--- config.mk ---
export PLATFORM = sky130hd
export DESIGN_NAME = bus_bringup_seq
export DESIGN_NICKNAME = d
export VERILOG_FILES = /design/src/rtl/ebrs_pkg.sv /design/src/rtl/ebrs_delay_timer.sv /design/src/rtl/ebrs_seq_fsm.sv /design/src/rtl/ebrs_line_decode.sv /design/src/rtl/bus_bringup_seq.sv
export SDC_FILE = /design/constraint.sdc
export NUM_CORES = 1
export LEC_CHECK = 0
export BUFFER_PORTS_ARGS = -buffer_cell sky130_fd_sc_hd__buf_2
export CORE_MARGIN = 2
export CORE_UTILIZATION = 43
export DETAILED_ROUTE_END_ITERATION = 16
export SLEW_MARGIN = 20
export SYNTH_ARGS = -nofsm -noshare
export SYNTH_HDL_FRONTEND = slang
export SYNTH_SLANG_ARGS = --single-unit
--- constraint.sdc ---
create_clock -name clk -period 2.6 [get_ports clk]
set_input_delay 0.39 -clock clk [delete_from_list [all_inputs] [get_ports clk]]
set_output_delay 0.39 -clock clk [all_outputs]
set_load 0.005 [all_outputs]
--- src/rtl/ebrs_pkg.sv ---
package ebrs_pkg;

    typedef enum logic [2:0] {
        ST_IDLE       = 3'd0,
        ST_DRV_EN     = 3'd1,
        ST_CLK_RUN    = 3'd2,
        ST_RELEASE    = 3'd3,
        ST_ARB_SETTLE = 3'd4,
        ST_READY      = 3'd5
    } seq_state_t;

    typedef struct packed {
        logic rst_oe;
        logic clk_oe;
        logic clk_run;
        logic bus_rst_n;
        logic arb_int;
        logic done;
    } line_set_t;

    // Cycles per microsecond, rounded up so a delay is never short.
    function automatic int unsigned cyc_per_us(input longint unsigned hz);
        longint unsigned c;
        c = (hz + 64'd999_999) / 64'd1_000_000;
        if (c == 0) c = 1;
        return int'(c);
    endfunction

endpackage

--- src/rtl/ebrs_delay_timer.sv ---
module ebrs_delay_timer #(
    parameter int unsigned W = 13
) (
    input  logic         clk,
    input  logic         rst_n,
    input  logic         load_i,
    input  logic [W-1:0] load_val_i,
    output logic         zero_o
);
    logic [W-1:0] cnt_q;

    always_ff @(posedge clk or negedge rst_n) begin
        if (!rst_n) begin
            cnt_q <= '0;
        end else if (load_i) begin
            cnt_q <= load_val_i;
        end else if (cnt_q != '0) begin
            cnt_q <= cnt_q - 1'b1;
        end
    end

    assign zero_o = (cnt_q == '0);

    // After a load of a nonzero value, the counter steps down by one.
    p_timer_steps_r3: assert property (@(posedge clk) disable iff (!rst_n)
        (!load_i && cnt_q != '0) |=> (cnt_q == $past(cnt_q) - 1'b1));

endmodule

--- src/rtl/ebrs_seq_fsm.sv ---
module ebrs_seq_fsm
    import ebrs_pkg::*;
#(
    parameter int unsigned HOLD_CYC   = 7500,
    parameter int unsigned SETTLE_CYC = 50,
    parameter int unsigned W          = 13
) (
    input  logic         clk,
    input  logic         rst_n,
    input  logic         start_i,
    input  logic         tmr_zero_i,
    output seq_state_t   next_o,
    output logic         tmr_load_o,
    output logic [W-1:0] tmr_val_o
);
    seq_state_t state_q, state_d;

    localparam logic [W-1:0] HOLD_LD   = W'(HOLD_CYC - 1);
    localparam logic [W-1:0] SETTLE_LD = W'(SETTLE_CYC - 1);

    always_ff @(posedge clk or negedge rst_n) begin
        if (!rst_n) state_q <= ST_IDLE;
        else        state_q <= state_d;
    end

    always_comb begin
        state_d    = state_q;
        tmr_load_o = 1'b0;
        tmr_val_o  = '0;
        unique case (state_q)
            ST_IDLE: begin
                if (start_i) state_d = ST_DRV_EN;
            end
            ST_DRV_EN: begin
                state_d    = ST_CLK_RUN;
                tmr_load_o = 1'b1;
                tmr_val_o  = HOLD_LD;
            end
            ST_CLK_RUN: begin
                if (tmr_zero_i) state_d = ST_RELEASE;
            end
            ST_RELEASE: begin
                state_d    = ST_ARB_SETTLE;
                tmr_load_o = 1'b1;
                tmr_val_o  = SETTLE_LD;
            end
            ST_ARB_SETTLE: begin
                if (tmr_zero_i) state_d = ST_READY;
            end
            ST_READY: begin
                if (start_i) state_d = ST_DRV_EN;
            end
            default: state_d = ST_IDLE;
        endcase
    end

    assign next_o = state_d;

    // a start during a running sequence never restarts it.
    p_start_ignored_r8: assert property (@(posedge clk) disable iff (!rst_n)
        (start_i && state_q inside {ST_DRV_EN, ST_CLK_RUN, ST_RELEASE, ST_ARB_SETTLE})
        |=> (state_q != ST_DRV_EN));

    // driver-enable step lasts one cycle.
    p_drv_step_one_cycle_r2: assert property (@(posedge clk) disable iff (!rst_n)
        (state_q == ST_DRV_EN) |=> (state_q == ST_CLK_RUN));

endmodule

--- src/rtl/ebrs_line_decode.sv ---
module ebrs_line_decode
    import ebrs_pkg::*;
(
    input  logic       clk,
    input  logic       rst_n,
    input  seq_state_t next_i,
    output line_set_t  lines_o
);
    line_set_t dec;

    always_comb begin
        dec = '0;
        unique case (next_i)
            ST_IDLE:       dec = '0;
            ST_DRV_EN:     dec = '{rst_oe: 1'b1, clk_oe: 1'b1, default: 1'b0};
            ST_CLK_RUN:    dec = '{rst_oe: 1'b1, clk_oe: 1'b1, clk_run: 1'b1, default: 1'b0};
            ST_RELEASE:    dec = '{arb_int: 1'b0, done: 1'b0, default: 1'b1};
            ST_ARB_SETTLE: dec = '{done: 1'b0, default: 1'b1};
            ST_READY:      dec = '1;
            default:       dec = '0;
        endcase
    end

    always_ff @(posedge clk or negedge rst_n) begin
        if (!rst_n) lines_o <= '0;
        else        lines_o <= dec;
    end

endmodule

--- src/rtl/bus_bringup_seq.sv ---
module bus_bringup_seq
    import ebrs_pkg::*;
#(
    parameter longint unsigned CLK_HZ    = 50_000_000,
    parameter int unsigned     HOLD_US   = 150,
    parameter int unsigned     SETTLE_US = 1
) (
    input  logic clk,
    input  logic rst_n,
    input  logic start_i,
    output logic rst_oe_o,
    output logic clk_oe_o,
    output logic clk_run_o,
    output logic bus_rst_n_o,
    output logic arb_int_o,
    output logic done_o
);
    localparam int unsigned CPU        = cyc_per_us(CLK_HZ);
    localparam int unsigned HOLD_CYC   = CPU * HOLD_US;
    localparam int unsigned SETTLE_CYC = CPU * SETTLE_US;
    localparam int unsigned MAX_CYC    = (HOLD_CYC > SETTLE_CYC) ? HOLD_CYC : SETTLE_CYC;
    localparam int unsigned W          = $clog2(MAX_CYC + 1);

    seq_state_t   nxt;
    logic         tmr_load, tmr_zero;
    logic [W-1:0] tmr_val;
    line_set_t    lines;

    ebrs_seq_fsm #(.HOLD_CYC(HOLD_CYC), .SETTLE_CYC(SETTLE_CYC), .W(W)) u_fsm (
        .clk       (clk),
        .rst_n     (rst_n),
        .start_i   (start_i),
        .tmr_zero_i(tmr_zero),
        .next_o    (nxt),
        .tmr_load_o(tmr_load),
        .tmr_val_o (tmr_val)
    );

    ebrs_delay_timer #(.W(W)) u_tmr (
        .clk       (clk),
        .rst_n     (rst_n),
        .load_i    (tmr_load),
        .load_val_i(tmr_val),
        .zero_o    (tmr_zero)
    );

    ebrs_line_decode u_dec (
        .clk    (clk),
        .rst_n  (rst_n),
        .next_i (nxt),
        .lines_o(lines)
    );

    assign rst_oe_o    = lines.rst_oe;
    assign clk_oe_o    = lines.clk_oe;
    assign clk_run_o   = lines.clk_run;
    assign bus_rst_n_o = lines.bus_rst_n;
    assign arb_int_o   = lines.arb_int;
    assign done_o      = lines.done;

    // Window counters for the timing properties.
    int unsigned hold_seen, settle_seen;
    always_ff @(posedge clk or negedge rst_n) begin
        if (!rst_n) begin
            hold_seen   <= 0;
            settle_seen <= 0;
        end else begin
            if (clk_run_o && !bus_rst_n_o) hold_seen <= hold_seen + 1;
            else if (!clk_run_o)           hold_seen <= 0;
            if (arb_int_o && !done_o)      settle_seen <= settle_seen + 1;
            else if (!arb_int_o)           settle_seen <= 0;
        end
    end

    // the clock never runs without both drivers enabled.
    p_clk_needs_drivers_r2: assert property (@(posedge clk) disable iff (!rst_n)
        clk_run_o |-> (rst_oe_o && clk_oe_o));

    // reset released only after the full hold with clock running.
    p_hold_time_r3: assert property (@(posedge clk) disable iff (!rst_n)
        $rose(bus_rst_n_o) |-> (hold_seen == HOLD_CYC));

    // internal arbiter only with reset released and clock running.
    p_arb_after_release_r5: assert property (@(posedge clk) disable iff (!rst_n)
        arb_int_o |-> (bus_rst_n_o && clk_run_o));

    // done only after the full settle time.
    p_settle_time_r6: assert property (@(posedge clk) disable iff (!rst_n)
        $rose(done_o) |-> (settle_seen == SETTLE_CYC));

    // done holds without a new start.
    p_done_sticky_r7: assert property (@(posedge clk) disable iff (!rst_n)
        (done_o && !start_i) |=> done_o);

endmodule

== After elaboration in Yosys (flattened, before gate mapping) ==
Cells that the tools add are included.
Word-level totals
  bits in latches: 0
  input port bits: 3
  memory bits (read-only): 0
  flip-flop bits (word level): 22
  memories: 0
  memory bits (writable): 0
Cells by class
  multipliers: 0
  order comparisons: 0
  bitwise logic cells: 0
  add/sub/neg operators: 1
  mux-type cells: 9
  reductions and logical operators: 6
  shifts and indexed selects: 0
  div/mod/pow operators: 0
  eq/ne operators: 10
Operators by type and width (number)
  case mux 6 bit (5 select lines): 1
  2-to-1 mux 13 bit: 2
  case mux 13 bit (2 select lines): 1
  case mux 3 bit (5 select lines): 1
  logical NOT 13 bit: 1
  nonzero test 13 bit: 1
  subtractor 13 x 1 -> 13 bit (second input constant): 1
  == test 3 x 2 -> 1 bit (second input constant): 4
  == test 3 bit (second input constant): 4
  2-to-1 mux 3 bit: 3
  == test 3 x 1 -> 1 bit (second input constant): 2
  OR reduction 2 bit: 2
  logical NOT 3 bit: 1
  nonzero test 2 bit: 1
  2-to-1 mux 1 bit: 1

== Logic depth before layout (Yosys ltp) ==
  depth in word-level cells: 5
  depth in mapped cells: 6
  gate-level depth less buffers: 6

== Modules after synthesis ==
Synthesis repeated with hierarchy kept, for this count alone.
Unflattened totals
  cells, all modules: 121
  area, all modules: 1194.9 um2
By module, submodules not included
  ebrs_delay_timer: area an instance 767.0 um2, cells each 82, sequential area each 325.3 um2, instances 1
  ebrs_seq_fsm: area an instance 245.2 um2, cells each 26, sequential area each 75.1 um2, instances 1
  ebrs_line_decode: area an instance 182.7 um2, cells each 13, sequential area each 125.1 um2, instances 1

== Worst setup path after synthesis ==
No wires, ideal clock.
  path type: flip-flop to flip-flop
  start: reg u_tmr.cnt_q[3]
  end: reg u_fsm.state_q[0]
  period minus slack after synthesis: 2.034 ns
  data arrival time: 1.939 ns
  cell stages (with the launch flop): 5
  path slack: 0.566 ns
  path buffers: 0
  setup time: 0.096 ns
  required time: 2.504 ns
  cell sequence: dfrtp_1 -> or4_4 -> or4_4 -> mux2_4 -> o32ai_2
On the way
  word-level cells in the longest chain between the ends: 3
RTL lines
  from (decl): line ebrs_delay_timer.sv:10  | logic [W-1:0] cnt_q;
  from (signal assigned): line ebrs_delay_timer.sv:16  | cnt_q <= load_val_i;
  from (signal assigned): line ebrs_delay_timer.sv:18  | cnt_q <= cnt_q - 1'b1;
  logical NOT 13 bit (*): line ebrs_delay_timer.sv:22  | assign zero_o = (cnt_q == '0);
  2-to-1 mux 3 bit, on equally long branches: line ebrs_seq_fsm.sv:48, ebrs_seq_fsm.sv:40
  case mux 3 bit (5 select lines) (*): line ebrs_seq_fsm.sv:30  | unique case (state_q)
  via nxt[0]: line bus_bringup_seq.sv:24  | seq_state_t nxt;
  to (signal assigned): line ebrs_seq_fsm.sv:23  | else state_q <= state_d;
  to (decl): line ebrs_seq_fsm.sv:16  | seq_state_t state_q, state_d;
The timed path passes the listed nets; every way through them passes the cells marked *.
A chain may end at the register's enable or synchronous reset.

== Worst setup path after layout ==
Ends and elaborated chain as after synthesis.

==> flow_results.org <==
** Routing
- The detailed router placed 851 vias in this run.
- Average via count per standard cell :: 5.636
- The count of nets left with antenna violations once routing finished came out at 0.
- Initial drt markers :: 27
- After detailed routing, the average wire length per cell comes to 14.65 um.
- The first detailed-routing pass ran for 4 iterations.
- For this run, design rule violations remaining after detail routing come to 0.
- Total wirelength of the detailed-routed design :: 2212 um

** Critical path
- Maximum fanout count along the critical path :: 5
- The critical path is of the register to register type.
- Crit start category :: register
- Arrival time at the worst endpoint :: 2.37 ns
- For the worst setup path, the data required time is 2.83 ns.
- Endpoint kind of the worst setup timing path :: register

** Synth
- In the synthesized netlist the dominant register cell turns out to be sky130_fd_sc_hd__dfrtp_1.
- The Yosys step of the flow raised 0 warnings.
- Cell count after synthesis :: 110
- Sequential share of the synthesized area :: 0.4805
- The synthesized design contains 21 register bits.
- The average instance in the mapped netlist occupies 9.941 sq um.
- In this run the cell area of the synthesized design comes to 1094 sq um.
- Share of synthesized registers carrying an async set or reset :: 1.000
- Number of synthesized flops with an enable pin :: 0
- Counting every net in the synthesized netlist gives 114.
- Number of different library cells in the post-synthesis netlist :: 35

** Cells and area
- Final cell count without fillers :: 151
- P&R area growth vs syn :: 9.497%
- Utilization after layout :: 0.4923
- Antenna diodes :: 0
- For this run, the post-layout net count is 126.
- Share of layout cells above drive strength 1 :: 0.2066

** Run
- Max-cap violations in this run came to 0.

** Power and ir drop
- The worst-case IR drop observed on VDD is 0.0005598 V.
- Power share of the combinational group :: 0.416
- Switch share :: 0.4191
- Clock network fraction of design power :: 0.118
- Of the total power, registers draw 0.466.
- Internal power comes to 809.7 uW.
- For this design the static power due to leakage is 0.5151 nW.
- Power spread over the standard cell area amounts to 1164 nW/um^2.
- In this run the power spent charging and discharging nets is 584.3 uW.

** Timing
- Timing would allow up to 468.2 MHz.
- The smallest clock period supported by the final layout is computed as 2.136 ns.
- Post-route worst setup slack :: 0.4642 ns
- Count of endpoints failing hold in the final timing report :: 0
- Worst clock skew on the final layout :: 0.008192 ns
- Slew at the pin with the worst max-slew slack :: 0.4608 ns
- Headroom to the max-slew limit :: 0.6900
- Number of failing setup endpoints in the final timing report :: 0
- Hold timing on the final database bottoms out at a slack of 0.005544 ns.
- Summed over all failing endpoints, the final setup total negative slack is 0 ns.
- Of the available clock period, the critical path in the final layout requires 0.8215.
- Setup repair after global routing left no endpoint under its margin.
- Count of pins over their slew limit :: 0

** Floorplanning
- The initial utilization of the core area, before any placement, comes to 0.4496.
- Row generation in the floorplan step produced 18 rows.
- Count of pins on the block boundary :: 9
- The die covers 2963 sq um.
- Area of the core :: 2432 sq um
- From bottom edge to top edge, the die measures 54.43 um.
- Measured along the x axis, the die boundary spans 54.43 um.

** Global route
- Wire length of the first global-routing pass :: 3691 um
- Remaining Overflow, GRT :: 0
- Number of antenna violations at the first check in global routing :: 0
- GRT Resource Usage Total :: 0.1747
- Entering global routing, the biggest net connects 22 pins.
- Via count of the first global-routing pass :: 810

** Status
- The flow ran to the end, and the final reports show no timing, DRC or antenna violations.

** Clocking
- Clock root buffer :: sky130_fd_sc_hd__clkbuf_4
- In this run the number of H-tree levels came out at 1.
- TritonCTS built the clock tree.
- After clock tree synthesis, the flow added hold-fix buffers numbering 0.
- Counting along the longest clock path gives a buffer depth of 2.
- The later pin in the worst-skew pair is clocked with a latency of 0.31 ns.
- Number of buffers created by CTS :: 3
- The clock drives 21 sinks.
- Clock-pin slew of the registers on the worst-case setup and hold paths :: 0.13 ns
- Post-CTS Resized :: 0
- Number of buffers inserted to repair setup after CTS :: 0

** Hold path
- Min-delay worst type :: input pin to async pin

** Place
- The HPWL after detailed placement is 1555 um.
- Before CTS, the worst setup slack after placement is 0.4743 ns.
- At the end of routability-driven placement, the weighted congestion stood at 0.8665.
- In this run the tool buffered the top-level ports with 8 buffer cells.
- In this run, placement finished with an instance count of 147.
[cells by family (layout without fill, tap and decap cells)]
logic type	count (synthesis)	in the layout	synth area share
AOI/OAI and AO/OA	24	24	0.1465
adders and majority gates	1	1	0.01144
and+or+nand+nor	47	47	0.2506
buffers and inverters	10	21	0.04805
muxes	2	2	0.02288
xor gates and xnor gates	5	5	0.04005
DFF	21	21	0.4805
[power groups by stage]
stage | combinational [mW] | sequential, mW | clock, mW
after global placement | 0.564 | 0.645 | 0
after floorplan | 0.499 | 0.578 | 0
final | 0.580 | 0.650 | 0.164
after global routing | 0.658 | 0.671 | 0.184
after detailed placement | 0.573 | 0.648 | 0
after CTS | 0.581 | 0.644 | 0.168
[worst paths after layout]
check	start	to	slack (ns)	cells after the start
worst max-delay path	u_tmr.cnt_q[3]$_DFFE_PN0P_	u_fsm.state_q[0]$_DFF_PN0_	0.46	4
worst min-delay path	rst_n	u_dec.lines_o[4]$_DFF_PN0_	0.006	1
worst max register to register	u_tmr.cnt_q[3]$_DFFE_PN0P_	u_fsm.state_q[0]$_DFF_PN0_	0.46	4
worst min register to register	u_tmr.cnt_q[9]$_DFFE_PN0P_	u_tmr.cnt_q[9]$_DFFE_PN0P_	0.62	2
max in group asynchronous	rst_n	u_tmr.cnt_q[5]$_DFFE_PN0P_	2.27	1
min in group clk	start_i	u_dec.lines_o[3]$_DFF_PN0_	0.38	4
[through the flow]
| step | instance area (sq um) | power (mW) |
|---|---|---|
| 2_1_floorplan | 1094 | 1.077 |
| 3_3_place_gp | 1167 | 1.209 |
| 3_5_place_dp | 1167 | 1.221 |
| 4_1_cts | 1197 | 1.392 |
| 5_1_grt | 1197 | 1.512 |
| 6_report | 1197 | 1.394 |
[cell usage after synthesis (2+ instances only)]
cell type | instances | area [sq um]
sky130_fd_sc_hd__dfrtp_1 | 21 | 525.5
sky130_fd_sc_hd__nand2_1 | 10 | 37.54
sky130_fd_sc_hd__nor2_1 | 9 | 33.78
sky130_fd_sc_hd__a21oi_1 | 8 | 40.04
sky130_fd_sc_hd__o21ai_0 | 6 | 30.03
sky130_fd_sc_hd__inv_1 | 5 | 18.77
sky130_fd_sc_hd__buf_4 | 4 | 30.03
sky130_fd_sc_hd__nand2b_1 | 4 | 25.02
sky130_fd_sc_hd__nor3_1 | 4 | 20.02
sky130_fd_sc_hd__nor4_1 | 3 | 18.77
sky130_fd_sc_hd__or4_4 | 3 | 33.78
sky130_fd_sc_hd__xor2_1 | 3 | 26.28
sky130_fd_sc_hd__a21boi_0 | 2 | 15.01
sky130_fd_sc_hd__nand3_1 | 2 | 10.01
sky130_fd_sc_hd__nand4b_1 | 2 | 17.52
sky130_fd_sc_hd__o211ai_1 | 2 | 15.01
sky130_fd_sc_hd__or3_1 | 2 | 12.51
sky130_fd_sc_hd__or4_1 | 2 | 15.01
sky130_fd_sc_hd__xnor2_1 | 2 | 17.52
[cell usage in the layout (no fill, tap or decap), types with 2 or more instances in the layout]
cell type                  synthesis  final
sky130_fd_sc_hd__a21oi_1           8      8
sky130_fd_sc_hd__nand2b_1          4      4
sky130_fd_sc_hd__o211ai_1          2      2
sky130_fd_sc_hd__buf_4             4      4
sky130_fd_sc_hd__nand3_1           2      2
sky130_fd_sc_hd__nor3_1            4      4
sky130_fd_sc_hd__dfrtp_1          21     21
sky130_fd_sc_hd__a21boi_0          2      2
sky130_fd_sc_hd__nand2_1          10     10
sky130_fd_sc_hd__nor4_1            3      3
sky130_fd_sc_hd__or3_1             2      2
sky130_fd_sc_hd__or4_4             3      3
sky130_fd_sc_hd__xor2_1            3      3
sky130_fd_sc_hd__nand4b_1          2      2
sky130_fd_sc_hd__o21ai_0           6      6
sky130_fd_sc_hd__clkbuf_4          0      3
sky130_fd_sc_hd__buf_2             0      8
sky130_fd_sc_hd__or4_1             2      2
sky130_fd_sc_hd__xnor2_1           2      2
sky130_fd_sc_hd__nor2_1            9      9
sky130_fd_sc_hd__inv_1             5      5
[layout make-up]
cell class,count,area [sq um]
well taps,30,37.54
repair buffers,12,70.07
clock buffers,3,22.52
clock inverters,1,7.507
fillers,230,1235
inverters,5,18.77
flip-flops and latches,21,525.5
multi-input cells,79,515.5
[flip-flops by register name, summed over array words and instances (netlist names)]
register and cells:
u_fsm.state_q 3, u_dec.lines_o 5, u_tmr.cnt_q 13
[critical path, stage by stage (launching register included)]
cell,delay (ns)
sky130_fd_sc_hd__dfrtp_1,0.45
sky130_fd_sc_hd__or4_4,0.55
sky130_fd_sc_hd__or4_4,0.59
sky130_fd_sc_hd__mux2_4,0.28
sky130_fd_sc_hd__o32ai_2,0.19
[layer usage]
| metal | track usage | vias up | wire length [um] |
|---|---|---|---|
| li1 | - | 413 | - |
| met1 | 0.2354 | 419 | 1052 |
| met2 | 0.2771 | 17 | 1068 |
| met3 | 0.02732 | 2 | 74 |
| met4 | 0.07500 | 0 | 16 |
| met5 | 0 | - | 0 |
No activity file was read; power rests on OpenSTA's default activity.
